$ cat src/rtl/tfifo_pkg.sv
package tfifo_pkg;
    localparam int AXIS_W = 16;

    typedef enum logic [1:0] {
        MODE_PASS      = 2'd0,
        MODE_QUEUE     = 2'd1,
        MODE_RING      = 2'd2,
        MODE_TRIGGERED = 2'd3
    } fifo_mode_e;

    typedef struct packed {
        logic signed [AXIS_W-1:0] x;
        logic signed [AXIS_W-1:0] y;
        logic signed [AXIS_W-1:0] z;
    } triple_t;

    localparam int EV_THR   = 0;
    localparam int EV_EMPTY = 1;
    localparam int EV_FULL  = 2;
    localparam int EV_N     = 3;

    // true when the active policy discards samples at full level
    function automatic logic halts_at_full(fifo_mode_e m, logic trig_latched);
        return (m == MODE_QUEUE) || ((m == MODE_TRIGGERED) && trig_latched);
    endfunction
endpackage

$ cat src/rtl/tfifo_store.sv
module tfifo_store
    import tfifo_pkg::*;
#(
    parameter int DEPTH = 32,
    localparam int PTR_W = $clog2(DEPTH)
) (
    input  logic             clk,
    input  logic             we,
    input  logic [PTR_W-1:0] waddr,
    input  triple_t          wdata,
    input  logic [PTR_W-1:0] raddr,
    output triple_t          rdata
);
    triple_t mem [DEPTH];

    always_ff @(posedge clk) begin
        if (we) mem[waddr] <= wdata;
    end

    assign rdata = mem[raddr];
endmodule

$ cat src/rtl/tfifo_ctrl.sv
module tfifo_ctrl
    import tfifo_pkg::*;
#(
    parameter int DEPTH = 32,
    localparam int PTR_W = $clog2(DEPTH),
    localparam int CNT_W = $clog2(DEPTH + 1)
) (
    input  logic             clk,
    input  logic             rst,
    input  fifo_mode_e       mode_in,
    input  logic             smp_valid,
    input  logic             rd_en,
    input  logic             trig,
    output fifo_mode_e       mode_q,
    output logic             pass_capture,
    output logic             push,
    output logic             pop,
    output logic [PTR_W-1:0] wptr,
    output logic [PTR_W-1:0] rptr,
    output logic [CNT_W-1:0] count,
    output logic             overrun
);
    logic mode_chg, storing, full, drop, trig_seen;
    logic [CNT_W-1:0] count_nx;

    function automatic logic [PTR_W-1:0] bump(logic [PTR_W-1:0] p);
        return (p == PTR_W'(DEPTH - 1)) ? '0 : p + 1'b1;
    endfunction

    always_comb begin
        mode_chg     = (mode_in != mode_q);
        storing      = !mode_chg && (mode_q != MODE_PASS);
        pass_capture = !mode_chg && (mode_q == MODE_PASS) && smp_valid;
        full         = (count == CNT_W'(DEPTH));
        pop          = storing && rd_en && (count != '0);
        push         = storing && smp_valid && (!full || pop || !halts_at_full(mode_q, trig_seen));
        drop         = push && full && !pop;
        count_nx     = count + CNT_W'(push) - CNT_W'(pop | drop);
    end

    always_ff @(posedge clk) begin
        if (rst) begin
            mode_q    <= MODE_PASS;
            wptr      <= '0;
            rptr      <= '0;
            count     <= '0;
            overrun   <= 1'b0;
            trig_seen <= 1'b0;
        end else if (mode_chg) begin
            mode_q    <= mode_in;
            wptr      <= '0;
            rptr      <= '0;
            count     <= '0;
            overrun   <= 1'b0;
            trig_seen <= 1'b0;
        end else begin
            if (push) wptr <= bump(wptr);
            if (pop || drop) rptr <= bump(rptr);
            count <= count_nx;
            if (drop) overrun <= 1'b1;
            if (mode_q == MODE_TRIGGERED && trig) trig_seen <= 1'b1;
        end
    end

    assert_level_bound_R3: assert property (@(posedge clk) disable iff (rst)
        count <= CNT_W'(DEPTH));

    assert_pass_empty_R2: assert property (@(posedge clk) disable iff (rst)
        (mode_q == MODE_PASS) |-> (count == '0));

    assert_queue_freeze_R3: assert property (@(posedge clk) disable iff (rst)
        (mode_q == MODE_QUEUE && mode_in == mode_q && count == CNT_W'(DEPTH) && !rd_en)
        |=> ($stable(rptr) && $stable(wptr) && count == CNT_W'(DEPTH)));

    assert_ring_overrun_R4: assert property (@(posedge clk) disable iff (rst)
        (mode_q == MODE_RING && mode_in == mode_q && count == CNT_W'(DEPTH) && smp_valid && !rd_en)
        |=> (overrun && count == CNT_W'(DEPTH)));

    assert_flush_R8: assert property (@(posedge clk) disable iff (rst)
        (mode_in != mode_q) |=> (count == '0 && !overrun));

    assert_rw_balance_R7: assert property (@(posedge clk) disable iff (rst)
        (mode_in == mode_q && mode_q != MODE_PASS && smp_valid && rd_en && count != '0)
        |=> $stable(count));
endmodule

$ cat src/rtl/tfifo_irq.sv
module tfifo_irq
    import tfifo_pkg::*;
(
    input  logic [EV_N-1:0] events,
    input  logic [EV_N-1:0] enable,
    input  logic [EV_N-1:0] route,
    output logic            int1,
    output logic            int2
);
    logic [EV_N-1:0] to1, to2;

    for (genvar i = 0; i < EV_N; i++) begin : g_route
        assign to1[i] = events[i] & enable[i] & ~route[i];
        assign to2[i] = events[i] & enable[i] &  route[i];
    end

    assign int1 = |to1;
    assign int2 = |to2;
endmodule

$ cat src/rtl/tri_axis_fifo.sv
module tri_axis_fifo
    import tfifo_pkg::*;
#(
    parameter int DEPTH = 32,
    localparam int PTR_W = $clog2(DEPTH),
    localparam int CNT_W = $clog2(DEPTH + 1)
) (
    input  logic                     clk,
    input  logic                     rst,
    input  logic                     smp_valid,
    input  logic signed [AXIS_W-1:0] smp_x,
    input  logic signed [AXIS_W-1:0] smp_y,
    input  logic signed [AXIS_W-1:0] smp_z,
    input  logic                     rd_en,
    input  logic [1:0]               mode,
    input  logic [CNT_W-1:0]         thresh,
    input  logic [EV_N-1:0]          irq_en,
    input  logic [EV_N-1:0]          irq_sel,
    input  logic                     trig,
    output logic signed [AXIS_W-1:0] rd_x,
    output logic signed [AXIS_W-1:0] rd_y,
    output logic signed [AXIS_W-1:0] rd_z,
    output logic [CNT_W-1:0]         level,
    output logic                     flag_thr,
    output logic                     flag_empty,
    output logic                     flag_full,
    output logic                     flag_overrun,
    output logic                     int1,
    output logic                     int2
);
    fifo_mode_e       mode_q;
    logic             pass_capture, push, pop;
    logic [PTR_W-1:0] wptr, rptr;
    logic [CNT_W-1:0] count;
    triple_t          in_word, head_word, out_q;
    logic [EV_N-1:0]  events;

    assign in_word = '{x: smp_x, y: smp_y, z: smp_z};

    tfifo_ctrl #(.DEPTH(DEPTH)) i_ctrl (
        .clk(clk), .rst(rst), .mode_in(fifo_mode_e'(mode)),
        .smp_valid(smp_valid), .rd_en(rd_en), .trig(trig),
        .mode_q(mode_q), .pass_capture(pass_capture), .push(push), .pop(pop),
        .wptr(wptr), .rptr(rptr), .count(count), .overrun(flag_overrun)
    );

    tfifo_store #(.DEPTH(DEPTH)) i_store (
        .clk(clk), .we(push), .waddr(wptr), .wdata(in_word),
        .raddr(rptr), .rdata(head_word)
    );

    always_ff @(posedge clk) begin
        if (rst)               out_q <= '0;
        else if (pass_capture) out_q <= in_word;
        else if (pop)          out_q <= head_word;
    end

    assign rd_x = out_q.x;
    assign rd_y = out_q.y;
    assign rd_z = out_q.z;

    assign level      = count;
    assign flag_empty = (count == '0);
    assign flag_full  = (count == CNT_W'(DEPTH));
    assign flag_thr   = (count >= thresh);

    assign events[EV_THR]   = flag_thr;
    assign events[EV_EMPTY] = flag_empty;
    assign events[EV_FULL]  = flag_full;

    tfifo_irq i_irq (
        .events(events), .enable(irq_en), .route(irq_sel),
        .int1(int1), .int2(int2)
    );

    assert_empty_read_R6: assert property (@(posedge clk) disable iff (rst)
        (level == '0 && rd_en && !smp_valid) |=> ($stable(rd_x) && $stable(level)));

    assert_masked_quiet_R10: assert property (@(posedge clk) disable iff (rst)
        (irq_en == '0) |-> (!int1 && !int2));

    assert_pins_exclusive_R10: assert property (@(posedge clk) disable iff (rst)
        ((irq_en & irq_sel) == '0) |-> !int2);
endmodule

$ cat config.mk
export PLATFORM = sky130hd
export DESIGN_NAME = tri_axis_fifo
export DESIGN_NICKNAME = d
export VERILOG_FILES = /design/src/rtl/tfifo_pkg.sv /design/src/rtl/tfifo_store.sv /design/src/rtl/tfifo_ctrl.sv /design/src/rtl/tfifo_irq.sv /design/src/rtl/tri_axis_fifo.sv
export SDC_FILE = /design/constraint.sdc
export NUM_CORES = 2
export LEC_CHECK = 0
export ABC_AREA = 1
export BUFFER_PORTS_ARGS = -buffer_cell sky130_fd_sc_hd__buf_2
export CAP_MARGIN = 5
export CORE_MARGIN = 3
export CORE_UTILIZATION = 36
export CTS_BUF_LIST = sky130_fd_sc_hd__clkbuf_4 sky130_fd_sc_hd__clkbuf_8 sky130_fd_sc_hd__clkbuf_16
export CTS_CLUSTER_SIZE = 28
export DETAILED_ROUTE_END_ITERATION = 10
export GPL_TIMING_DRIVEN = 0
export PLACE_DENSITY = 0.5
export REMOVE_ABC_BUFFERS = 1
export SYNTH_ARGS = -nofsm -noshare
export SYNTH_HDL_FRONTEND = slang
export SYNTH_HIERARCHICAL = 1
export SYNTH_SLANG_ARGS = --single-unit
$ cat constraint.sdc
create_clock -name clk -period 7.55 [get_ports clk]
set_clock_uncertainty 0.2 [all_clocks]
set_input_delay 1.51 -clock clk [delete_from_list [all_inputs] [get_ports clk]]
set_output_delay 1.51 -clock clk [all_outputs]
set_load 0.005 [all_outputs]
==> metrics.txt <==
status=finished clean; initial core utilization=36.3%; Resize count post-CTS=0; CP Class=primary input to flop; Setup TNS=0 ns; maximum VDD drop=between 150 and 200 uV; post-synth top area share=70.2%; Syn. warnings=6; hold path cells=2; initial antenna violation count=5; type of the most critical hold path=flop to flop; hpwl dp=108000 um; min-delay src=i_ctrl/trig_seen; io pins=127; Synth cell types=30; Rel. slew slack=32.2%; Synth Instances=5803; WHS=between 0.2 and 0.3 ns; worst path cell trace=buf_2 -> xnor2_2 -> nand3_1 -> nor2_4 -> inv_2 -> nand3_2 -> nand2_4 -> clkinv_2 -> nand3_1 -> nor2_4 -> buf_16 -> buf_12 -> buf_16; Die W=433 um; WP buf/inv=6; htree depth=4; RR Endpoint=i_store/mem[26][39]; largest net degree at the start of global routing=145; Placed Cells incl. Taps=8095; Fmax=around 210 MHz; WL/cell=23.0 um; worst path required time=7.84 ns; Detail Route Antenna Nets=0; top cells by count, synth=nand2_1 (2338), edfxtp_1 (1536), nand3_1 (1277); CTS Buffer Depth=3; Clk pin slew, worst setup/hold paths=0.06 ns; R2R depth=14; CTS tree=done; delay-heaviest family, CP=simple AND/OR/NAND/NOR gates; sequential area share after synthesis=72.3%; Vias/cell=about 5.2; Util after Layout=42.4%; # diodes=0; worst skew pair latency=0.79 ns; # nets final=roughly 6000; DIE AREA=0.188 mm2; Worst Tran Pin Value=1.02 ns; arrival time worst endpoint=4.95 ns; Setup Viol. Count Final=0; critical path peak fanout=11; Layout area overhead=16.8%; layout cells sized above 1=10.2%; via count=43400; most common cell in the netlist=nand2_1; first-pass GRT wire length=282000 um; final non-filler cell area=0.0768 mm2; Power Density=238 mW/mm2; IO buf count=126; r2r setup slk=3.03 ns; asr flop ratio synth=0%; RSZ-0062 raised after global routing=no; crit-path max cell delay=0.76 ns; Post-synth EDFFs=1536; Slew Viols, Final=0; Setup crit end kind=flop; post-synthesis cell area=approximately 0.066 mm2; #FFs+latches synth=1604; ys flop type=edfxtp_1; GP Congestion=0.694; Final Hold Vio Count=0; num rows=156; reg2reg start=i_ctrl/count[2]; GR Overflow Total=0; hold endpoint=i_ctrl/trig_seen; maxcap violations=0; Leakage Power=28.2 nW; syn_area_per_cell=~11 um2; Critical Path Slowest Stage Cell=nor2_4; Setup Fix Bufs, Post-CTS=0; crit share post-route=61.7%; total power=18.3 mW; DP Worst Slack=2.09 ns; routed wire length=slightly below 200000 um; post-synth top area cell=edfxtp_1; post-route setup slack=2.89 ns; Final min period=approximately 4.7 ns; DR iter-0 viols=4344; Num CTS Buffers=173; via count of the first global-routing pass=approximately 42000; Final Non-Filler Cells=roughly 8400; DRC viols=0; Core ar.=0.181 mm2; First-pass DRT Iterations=5; Post-DP Area=0.0712 mm2; root buffer cell=clkbuf_16; Total GRT Usage=20.4%; die height=433 um; Sink Count=1604; crit start category=primary input; cts hold-fix bufs=0; ranking of synthesized cells by area=edfxtp_1 (70%), nand2_1 (13%), nand3_1 (9.7%)
==> worst max path at each step <==
stage	start	to	slack (ns)	depth (start not counted)
after CTS	mode[0]	i_store/mem[26][30]	2.96	15
after floorplan	i_ctrl/rptr[0]	rd_x[0]	-31.82	13
final	mode[1]	i_store/mem[26][39]	2.89	13
after global routing	mode[0]	i_store/mem[26][30]	2.74	15
after global placement	i_ctrl/rptr[0]	rd_y[12]	-102.06	13
after detailed placement	mode[0]	i_store/mem[26][39]	2.09	15
==> placed cells by master, fill, tap and decap left out, drive strengths merged <==
cell / netlist / layout
clkbuf: 84 / 250
or2: 1 / 1
dfxtp: 68 / 68
nor3: 2 / 2
o21ai: 9 / 9
buf: 271 / 277
bufinv: 0 / 4
xnor2: 1 / 1
clkinv: 2 / 54
a31oi: 1 / 1
ha: 19 / 19
nor2: 59 / 59
a21o: 1 / 1
a21oi: 19 / 19
fa: 1 / 1
nand2: 2339 / 2339
o31ai: 1 / 1
inv: 105 / 113
nand3: 1278 / 1278
nor3b: 2 / 2
nand4: 4 / 4
edfxtp: 1536 / 1536
==> state kept, by name, summed over array words and instances, names as in the netlist <==
| signal | flops |
|---|---|
| i_store/mem | 1536 |
| i_ctrl/wptr | 5 |
| rd_z | 16 |
| i_ctrl/overrun | 1 |
| rd_y | 16 |
| i_ctrl/mode_q | 2 |
| i_ctrl/rptr | 5 |
| i_ctrl/count | 6 |
| i_ctrl/trig_seen | 1 |
| rd_x | 16 |
==> metal layers <==
layer	part of all wire [%]	GRT usage, %	vias to the layer above
li1	-	-	20300
met1	45	29.0	21400
met2	47	33.1	1381
met3	5.8	2.63	283
met4	2.3	5.64	0
met5	0	0	-
==> cell type report <==
class	count	area, um2
Clock buffer	250	5040
Sequential cell	1604	47500
Fill cell	16800	104000
Inverter	107	438
Clock inverter	64	502
Timing Repair Buffer	277	4170
Multi-Input combinational cell	3737	16200
Tap cell	2370	2970
==> cell families after synthesis <==
family	after synthesis	synth area share [%]
AND/OR/NAND/NOR	3685	23.5
flip-flops	1604	72.3
buffers and inverters	462	3.54
AO/OA/AOI/OAI	31	0.255
adder cells (fa/ha/maj)	20	0.392
XOR/XNOR	1	0.0248
==> where the power goes <==
group	internal [mW]	switching, mW
Clock	4.79	3.46
Combinational	0.0485	0.195
Sequential	9.75	0.00603
==> worst min-delay path: stages (launching register included) <==
cell and delay, ns:
dfxtp_1 0.30, inv_1 0.06, a21oi_1 0.05
Note: power is estimated with default switching activity, not from simulation.
